[config.mk]
export PLATFORM = sky130hd
export DESIGN_NAME = addr_cycle_decoder
export DESIGN_NICKNAME = d
export VERILOG_FILES = /design/src/rtl/addr_cycle_pkg.sv /design/src/rtl/addr_cycle_ctrl.sv /design/src/rtl/addr_cycle_path.sv /design/src/rtl/addr_cycle_decoder.sv
export SDC_FILE = /design/constraint.sdc
export NUM_CORES = 1
export LEC_CHECK = 0
export BUFFER_PORTS_ARGS = -buffer_cell sky130_fd_sc_hd__buf_2
export CORE_MARGIN = 5
export CORE_UTILIZATION = 30
export CTS_CLUSTER_SIZE = 20
export DETAILED_ROUTE_END_ITERATION = 12
export GPL_TIMING_DRIVEN = 0
export HOLD_SLACK_MARGIN = 0.05
export SYNTH_ARGS = -nofsm -noshare
export SYNTH_HDL_FRONTEND = slang
export SYNTH_HIERARCHICAL = 1
export SYNTH_SLANG_ARGS = --single-unit
[constraint.sdc]
create_clock -name clk -period 1.89 [get_ports clk]
set_input_delay 0.378 -clock clk [delete_from_list [all_inputs] [get_ports clk]]
set_output_delay 0.378 -clock clk [all_outputs]
set_load 0.02 [all_outputs]
[src/rtl/addr_cycle_pkg.sv]
package addr_cycle_pkg;
  localparam int FLAG_W = 7;

  typedef enum logic [2:0] {
    F_HALT   = 3'd0,
    F_FETCH  = 3'd1,
    F_MEMRD  = 3'd2,
    F_MEMWR  = 3'd3,
    F_IORD   = 3'd4,
    F_IOWR   = 3'd5,
    F_INTACK = 3'd6
  } flagIdx_e;

  typedef struct packed {
    logic captureAddr;
    logic passLive;
  } pathStrobe_t;
endpackage

[src/rtl/addr_cycle_ctrl.sv]
module addr_cycle_ctrl
  import addr_cycle_pkg::*;
(
  input  logic              clk,
  input  logic              rstN,
  input  logic              ale,
  input  logic              statusS1,
  input  logic              statusS0,
  input  logic              ioM,
  input  logic              rdN,
  input  logic              wrN,
  input  logic              intaN,
  output pathStrobe_t       strobe,
  output logic [FLAG_W-1:0] flags
);
  logic [1:0] heldStatus;
  logic       heldIoM;
  logic       heldValid;
  logic [1:0] curStatus;
  logic       curIoM;
  logic       curValid;

  always_ff @(posedge clk or negedge rstN) begin
    if (!rstN) begin
      heldStatus <= 2'b00;
      heldIoM    <= 1'b0;
      heldValid  <= 1'b0;
    end else if (ale) begin
      heldStatus <= {statusS1, statusS0};
      heldIoM    <= ioM;
      heldValid  <= 1'b1;
    end
  end

  always_comb begin
    strobe.captureAddr = ale;
    strobe.passLive    = ale;
    curStatus = ale ? {statusS1, statusS0} : heldStatus;
    curIoM    = ale ? ioM : heldIoM;
    curValid  = ale | heldValid;
  end

  always_comb begin
    flags = '0;
    if (curValid) begin
      if (curStatus == 2'b00) begin
        flags[F_HALT] = 1'b1;
      end else if (!intaN) begin
        flags[F_INTACK] = 1'b1;
      end else begin
        unique case (curStatus)
          2'b11: if (!rdN && !curIoM) flags[F_FETCH] = 1'b1;
          2'b10: if (!rdN) begin
                   if (curIoM) flags[F_IORD] = 1'b1;
                   else        flags[F_MEMRD] = 1'b1;
                 end
          2'b01: if (!wrN) begin
                   if (curIoM) flags[F_IOWR] = 1'b1;
                   else        flags[F_MEMWR] = 1'b1;
                 end
          default: ;
        endcase
      end
    end
  end
endmodule

[src/rtl/addr_cycle_path.sv]
module addr_cycle_path
  import addr_cycle_pkg::*;
#(
  parameter int HI_W = 8,
  parameter int LO_W = 8,
  localparam int ADDR_W = HI_W + LO_W
) (
  input  logic              clk,
  input  logic              rstN,
  input  pathStrobe_t       strobe,
  input  logic [LO_W-1:0]   adBus,
  input  logic [HI_W-1:0]   addrHi,
  output logic [ADDR_W-1:0] addrOut
);
  logic [LO_W-1:0] lowHeld;

  always_ff @(posedge clk or negedge rstN) begin
    if (!rstN)                   lowHeld <= '0;
    else if (strobe.captureAddr) lowHeld <= adBus;
  end

  assign addrOut = {addrHi, strobe.passLive ? adBus : lowHeld};
endmodule

[src/rtl/addr_cycle_decoder.sv]
module addr_cycle_decoder
  import addr_cycle_pkg::*;
#(
  parameter int HI_W = 8,
  parameter int LO_W = 8
) (
  input  logic                 clk,
  input  logic                 rstN,
  input  logic                 ale,
  input  logic [LO_W-1:0]      adBus,
  input  logic [HI_W-1:0]      addrHi,
  input  logic                 statusS1,
  input  logic                 statusS0,
  input  logic                 ioM,
  input  logic                 rdN,
  input  logic                 wrN,
  input  logic                 intaN,
  output logic [HI_W+LO_W-1:0] addrOut,
  output logic [FLAG_W-1:0]    cycleFlags
);
  pathStrobe_t strobe;

  addr_cycle_ctrl uCtrl (
    .clk(clk), .rstN(rstN), .ale(ale),
    .statusS1(statusS1), .statusS0(statusS0), .ioM(ioM),
    .rdN(rdN), .wrN(wrN), .intaN(intaN),
    .strobe(strobe), .flags(cycleFlags)
  );

  addr_cycle_path #(.HI_W(HI_W), .LO_W(LO_W)) uPath (
    .clk(clk), .rstN(rstN), .strobe(strobe),
    .adBus(adBus), .addrHi(addrHi), .addrOut(addrOut)
  );
endmodule

* Yosys cells after proc, flatten, opt, wreduce, memory -nomap -nowiden
Index checks and enable logic that the tools add are counted.
W data, S select, Z words.
** Word-level totals
- Register bits after elaboration :: 12
- Input bits :: 25
** Cells by class
- Eq/ne operators :: 3
- Mux-type cells :: 20
- Bitwise logic cells :: 1
- Reduce and logical (&&, ||, !) cells :: 4
** Operators by type and width (number)
- $mux W1 :: 15
- $mux W8 :: 1
- $mux W7 :: 1
- $mux W6 :: 1
- $mux W5 :: 1
- $eq A2 B2 Y1 const B :: 2
- $eq A2 B1 Y1 const B :: 1
- $logic_not A1 Y1 :: 2
- $logic_not A2 Y1 :: 1
- $mux W2 :: 1
- $logic_and A1 B1 Y1 :: 1
- $or A1 B1 Y1 :: 1

* Longest topological paths before layout
Gate-level depths: netlist of the first run.
- Word-level depth :: 8
- Gate-level depth with buffers :: 4
- Mapped depth without buffers :: 3

* By module
The synthesis of the first run kept the hierarchy.
** Modules (own cells, without submodules)
- addr_cycle_path :: times used 1, cells an instance 34, area an instance 523.0 µm², seq. area each 200.2 µm²
- addr_cycle_ctrl :: times used 1, cells an instance 28, area an instance 350.3 µm², seq. area each 100.1 µm²

* Worst setup path after synthesis of the first run
No wires, ideal clock.
- Path type :: input to output
- Start :: input ale
- End :: output cycleFlags[2]
- Arrival time :: 1.497 ns
- Setup slack :: 0.015 ns
- Stages :: 4
- Path through :: buf_6 > mux2i_4 > inv_2 > a2111oi_2
** On the way
- Elaborated cells between the ends (all ways) :: 11
** RTL lines
- start, declared :: RTL line addr_cycle_decoder.sv:9 : input logic ale,
- $mux W2 * :: RTL line addr_cycle_ctrl.sv:38 : curStatus = ale ? {statusS1, statusS0} : heldStatus;
- via uCtrl.curStatus[0] :: RTL line addr_cycle_ctrl.sv:19 : logic [1:0] curStatus;
- $eq A2 B2 Y1 :: RTL line addr_cycle_ctrl.sv:51 : unique case (curStatus)
- $mux W1 :: RTL line addr_cycle_ctrl.sv:51
- $mux W5 :: RTL line addr_cycle_ctrl.sv:48 : end else if (!intaN) begin
- $mux W6 * :: RTL line addr_cycle_ctrl.sv:46 : if (curStatus == 2'b00) begin
- $mux W7 * :: RTL line addr_cycle_ctrl.sv:45 : if (curValid) begin
- end, declared :: RTL line addr_cycle_decoder.sv:19 : output logic [FLAG_W-1:0] cycleFlags
The timed path passes the listed nets; every way through them passes the cells marked *.

* Final worst setup path of the first run
- Start :: register uCtrl.heldStatus[1]
- End :: output cycleFlags[5]
** On the way
- Word-level cells in the longest chain between the ends :: 6
- Elaborated cells between the ends (all ways) :: 7
** RTL lines
- start, declared :: RTL line addr_cycle_ctrl.sv:16 : logic [1:0] heldStatus;
- start signal, assigned :: RTL line addr_cycle_ctrl.sv:29 : heldStatus <= {statusS1, statusS0};
- $mux W2 * :: RTL line addr_cycle_ctrl.sv:38
- $eq A2 B1 Y1 :: RTL line addr_cycle_ctrl.sv:51
- $mux W1 :: RTL line addr_cycle_ctrl.sv:51
- $mux W5 :: RTL line addr_cycle_ctrl.sv:48
- $mux W6 * :: RTL line addr_cycle_ctrl.sv:46
- $mux W7 * :: RTL line addr_cycle_ctrl.sv:45
Every way passes the cells marked *; elsewhere a longest branch is shown, timed or not.

==> results of run 1 <==
cell usage after synthesis (all sizes together):
cell     count  area share [%]
mux2        17              29
buf         13              12
dfrtp       12              34
a2111oi      5              11
inv          4             1.7
nand2b       3             2.1
mux2i        2             4.2
nand2        1            0.43
nand3b       1            0.86
nor2         1            0.43
nor3         1            0.57
o221a        1             1.3
or3b         1             1.3
area by class of cell:
class	count	share of cell area, %
multi-input cells	33	39.9
plain buffers	13	8.91
clock buffers	3	1.84
flip-flops and latches	12	24.6
repair buffers	43	20.4
inverters	4	1.23
well taps	31	3.18
timing repair:
item,4_1_cts,5_1_grt
endpoints found under the setup margin,5,6
endpoints found under the hold margin,12,0
pin swaps,5,2
hold buffers,1,0
buffers inserted,3,1
resized for setup,3,8
layer usage:
layer  up-vias  GRT usage [%]  part of all wire, %  routed length [um]
met5         -              0                    0                   0
met2        37           16.0                   49                 989
met4         0          0.779                    0                   0
li1        304              -                    -                   -
met1       298           10.2                   39                 773
met3         0           5.08                   12                 237
metrics by stage:
step,utilization [%],hold slack (ps)
2_1_floorplan,-,82.4
3_3_place_gp,39.6,268
3_5_place_dp,39.6,273
4_1_cts,42.1,343
5_1_grt,43.9,329
6_report,43.9,353
sequential cells by signal, summed over array words and instances, names as in the netlist:
signal	cells
uPath/lowHeld	8
uCtrl/heldValid	1
uCtrl/heldIoM	1
uCtrl/heldStatus	2
power by group:
part,internal (mW),total (mW),switching [mW]
clock network,0.0735,0.149,0.0753
registers,0.280,0.295,0.0145
logic,0.137,0.271,0.133
worst paths after layout:
kind                                     start             endpoint  slack (ps)
max                        uCtrl/heldStatus[1]        cycleFlags[5]         -60
min                                   adBus[5]     uPath/lowHeld[5]         350
max reg2reg                uCtrl/heldStatus[1]  uCtrl/heldStatus[1]         980
min reg2reg                   uPath/lowHeld[7]     uPath/lowHeld[7]         520
max in group asynchronous                 rstN  uCtrl/heldStatus[0]        1150
min in group asynchronous                 rstN     uPath/lowHeld[6]         510
kinds of logic after synthesis:
family                 Yosys count  share of synthesized area (%)
multiplexers                    19                           33.0
buffers and inverters           17                           14.2
AND/OR/NAND/NOR                  8                           5.73
AO/OA/AOI/OAI                    6                           12.7
flip-flops                      12                           34.4
==> impl_metrics.py, run 1 <==
metrics = {
    "yosys": {
        "synth_area_sq_um": 873,
        "yosysSeqAreaShare_pct": 34.4,
        "yosys_warnings": 6,
        "avgSynthCellArea_sq_um": 14.1,
        "synth_cells": 62,
        "synth_seq_cells": 12,
        "synth_nets": 87,
        "synth_cell_types": 18,
    },
    "timing": {
        "worstMarginPinSlew_ps": 312,
        "max_slew_margin_pct": 79.1,
        "max_freq_mhz": 512,
        "setup_viol": 5,
        "fin_ws_ps": -62.9,
        "timing.final.crit_share_pct": 103,
        "slew_violations": 0,
        "hold_violations": 0,
        "layout_min_cycle_time_ps": 1950,
        "finalSetupTns_ps": -190,
        "rsz0062_at_grt": "true",
        "fin_skew_ps": 0,
    },
    "die": {
        "dieWidth_um": 64.0,
        "rows": 19,
        "ioPinCount": 48,
        "core_sq_mm": 0.00278,
        "die_y_um": 64.0,
        "die-area_sq_mm": 0.00409,
        "start_util_pct": 31.4,
    },
    "place": {
        "dpl_cell_area_sq_mm": 0.00110,
        "io_buffers": 38,
        "place_inst": 131,
        "dpl.hpwl_um": 1480,
        "dp_slack_ps": -8.61,
        "routabilityCongestion": 0.751,
    },
    "setup_path": {
        "critical-path-max-stage-delay_ps": 430,
        "end_kind": "primary output",
        "crit_cells": 3,
        "worst-path-buf-inv": 1,
        "cp_cell_sequence": "or3b_4 > a2111oi_4 > buf_4",
        "startpoint_type": "register",
        "critPathRequiredTime_ps": 1510,
        "cp_top_family": "simple AND/OR/NAND/NOR gates",
        "crit_path_max_fanout": 2,
        "worst_path_max_delay_cell": "or3b_4",
        "critPathArrivalTime_ps": 1570,
        "crit_type": "register to primary output",
        "r2r_cells": 2,
    },
    "routing": {
        "first_pass_iters": 2,
        "ant_nets": 0,
        "vias": 639,
        "vias_per_cell": 4.60,
        "wirelength_um": 2000,
        "drc_errors": 0,
        "drt_iter0_drc": 22,
        "wl_per_cell_um": 14.4,
    },
    "cts": {
        "clk_latency_ps": 260,
        "cts_inserted_buffers": 3,
        "cts.sinks": 12,
        "cts_tree": "done",
        "clk_path_buf_depth": 2,
        "clk_pin_slew_ps": 70,
        "clock-root-buffer": "clkbuf_4",
        "htreeDepth": 1,
    },
    "finish": {
        "regArea_sq_um": 300,
        "multi_input_area_sq_um": 487,
        "finalNonFillerCells": 139,
        "drive_above_1_share_pct": 78.7,
        "syn2layout_area_growth_pct": 39.8,
        "final_cell_mix": "buf_2, buf_4, mux2_4",
        "nets": 135,
        "final_common_cell": "buf_2",
        "fill_cells": 280,
        "num_antenna_cells": 0,
        "final_area_sq_mm": 0.00122,
    },
    "global_route": {
        "grt_pass1_wl_um": 3040,
        "antenna_found_initial": 0,
        "overflow": 0,
        "grt_pass1_vias": 694,
        "grt.total_usage_pct": 9.20,
        "grt_max_degree": 13,
    },
    "power": {
        "powerDensity_mw_per_mm2": 585,
        "peakVddDrop_mv": 0.332,
        "leakage_nw": 0.589,
        "finalPower_mw": 0.715,
    },
    "min_path": {
        "min_path_cells": 2,
        "hold_path_class": "input port to register",
    },
    "job": {
        "maxCapViolCount": 0,
    },
    "outcome": {
        "violations": "negative setup slack",
        "status": "complete, but fails checks",
    },
}
No activity file was read; power rests on OpenSTA's default activity.
==> run 2, diff against run 1 <==
--- a/config.mk
+++ b/config.mk
@@ -8,6 +8,7 @@
 export BUFFER_PORTS_ARGS = -buffer_cell sky130_fd_sc_hd__buf_2
 export CORE_MARGIN = 5
 export CORE_UTILIZATION = 30
+export CTS_BUF_LIST = sky130_fd_sc_hd__clkbuf_8
 export CTS_CLUSTER_SIZE = 20
 export DETAILED_ROUTE_END_ITERATION = 12
 export GPL_TIMING_DRIVEN = 0
==> run 2 against run 1 <==
Compared with the run above:
- the flow still finishes with violations (negative setup slack)
- routed wire length decreased by 4.6%
- total power increased by 8.9%
- flip-flop and latch count unchanged
- final area decreased by 1.9%
- clock-buffer cell count unchanged
- via count decreased by 1.6%
==> impl_metrics.py, run 2 (same netlist as run 1, synthesis figures left out) <==
metrics = {
    "min_path": {
        "min_path_cells": 2,
        "hold_path_class": "input port to register",
    },
    "global_route": {
        "overflow": 0,
        "grt_pass1_vias": 689,
        "grt.total_usage_pct": 9.16,
        "antenna_found_initial": 0,
        "grt_pass1_wl_um": 3020,
        "grt_max_degree": 13,
    },
    "setup_path": {
        "r2r_cells": 2,
        "startpoint_type": "register",
        "cp_top_family": "simple AND/OR/NAND/NOR gates",
        "critical-path-max-stage-delay_ps": 440,
        "worst-r2r-setup-slack_ps": 970,
        "crit_type": "register to primary output",
        "critPathRequiredTime_ps": 1510,
        "worst-path-buf-inv": 1,
        "critPathArrivalTime_ps": 1540,
        "end_kind": "primary output",
        "worst_path_max_delay_cell": "or3b_4",
        "cp_cell_sequence": "or3b_4 > a2111oi_4 > buf_4",
        "crit_path_max_fanout": 2,
        "crit_cells": 3,
    },
    "finish": {
        "finalNonFillerCells": 138,
        "largest_reg_flops": 8,
        "final_common_cell": "buf_2",
        "drive_above_1_share_pct": 78.5,
        "nets": 134,
        "num_antenna_cells": 0,
        "top_regs": "uPath/lowHeld (8), uCtrl/heldStatus (2)",
        "final_area_sq_mm": 0.00120,
        "regMostFlops": "uPath/lowHeld",
        "final_cell_mix": "buf_2, buf_4, mux2_4",
        "syn2layout_area_growth_pct": 37.1,
    },
    "job": {
        "maxCapViolCount": 0,
    },
    "cts": {
        "cts.sinks": 12,
        "clock-root-buffer": "clkbuf_8",
        "clk_path_buf_depth": 2,
        "htreeDepth": 1,
        "cts_inserted_buffers": 3,
        "cts_tree": "done",
        "clk_latency_ps": 230,
        "clk_pin_slew_ps": 50,
    },
    "routing": {
        "wl_per_cell_um": 13.8,
        "ant_nets": 0,
        "vias_per_cell": 4.56,
        "drt_iter0_drc": 21,
        "wirelength_um": 1910,
        "vias": 629,
        "drc_errors": 0,
        "first_pass_iters": 3,
    },
    "die": {
        "rows": 19,
        "core_sq_mm": 0.00278,
        "dieWidth_um": 64.0,
        "ioPinCount": 48,
        "die_y_um": 64.0,
        "die-area_sq_mm": 0.00409,
        "start_util_pct": 31.4,
    },
    "place": {
        "dpl_cell_area_sq_mm": 0.00110,
        "dpl.hpwl_um": 1480,
        "routabilityCongestion": 0.751,
        "place_inst": 131,
        "io_buffers": 38,
    },
    "power": {
        "finalPower_mw": 0.778,
        "peakVddDrop_mv": 0.392,
        "powerDensity_mw_per_mm2": 650,
        "leakage_nw": 0.586,
    },
    "timing": {
        "setup_viol": 2,
        "slew_violations": 0,
        "rsz0062_at_grt": "true",
        "holdWs_ps": 386,
        "worstMarginPinSlew_ps": 286,
        "max_freq_mhz": 521,
        "fin_skew_ps": 0,
        "max_slew_margin_pct": 80.9,
        "fin_ws_ps": -30.7,
        "hold_violations": 0,
        "finalSetupTns_ps": -45.1,
        "timing.final.crit_share_pct": 102,
        "layout_min_cycle_time_ps": 1920,
    },
    "outcome": {
        "violations": "negative setup slack",
        "status": "complete, but fails checks",
    },
}
==> run 2: cell types whose count changed in the layout (fill, tap and decap cells not counted) <==
| cell | delta |
|---|---|
| a2111oi_2 | +2 |
| a2111oi_4 | -2 |
| buf_2 | +1 |
| buf_4 | -1 |
| buf_6 | -1 |
| clkbuf_4 | -3 |
| clkbuf_8 | +3 |
| mux2_2 | +1 |
| mux2_4 | -1 |
==> run 2: through the flow <==
stage | setup slack (ps) | util (%)
final | -30.7 | 43.0
after global routing | -91.3 | 43.0
after CTS | -42.3 | 42.5
after detailed placement | -8.61 | 39.6
after global placement | -9.94 | 39.6
after floorplan | 14.9 | -
==> run 2: path summary, 6_finish.rpt <==
path,startpoint,to
min reg2reg,uPath/lowHeld[7],uPath/lowHeld[7]
max reg2reg,uCtrl/heldStatus[1],uCtrl/heldStatus[1]
min,adBus[5],uPath/lowHeld[5]
min in group asynchronous,rstN,uPath/lowHeld[6]
max,uCtrl/heldStatus[1],cycleFlags[5]
max in group asynchronous,rstN,uCtrl/heldStatus[0]
==> run 2: routing by layer <==
layer  track usage [%]  vias up  routed length [um]
met3              5.60        0                 257
met2              15.1       41                 910
met4             0.779        0                   0
met1              10.5      288                 740
li1                  -      300                   -
met5                 0        -                   0
==> run 2: what timing repair did <==
action / CTS / global route
pin swaps: 3 / 2
gates resized for setup: 2 / 4
endpoints found under the setup margin: 4 / 5
hold buffers: 1 / 0
cloned: 0 / 0
hold endpoints to repair: 12 / 0
setup buffers: 3 / 0
==> run 2: power breakdown <==
part | switching [mW] | total, mW | internal (mW)
Combinational | 0.127 | 0.260 | 0.134
Sequential | 0.0145 | 0.296 | 0.281
Clock | 0.0827 | 0.222 | 0.139
==> run 2: area by class of cell <==
class / instances / area [sq um]
fillers: 278 / 1580
multi-input cells: 33 / 458
flip-flops and latches: 12 / 300
repair buffers: 42 / 235
plain buffers: 13 / 109
clock buffers: 3 / 41.3
well taps: 31 / 38.8
inverters: 4 / 15.0
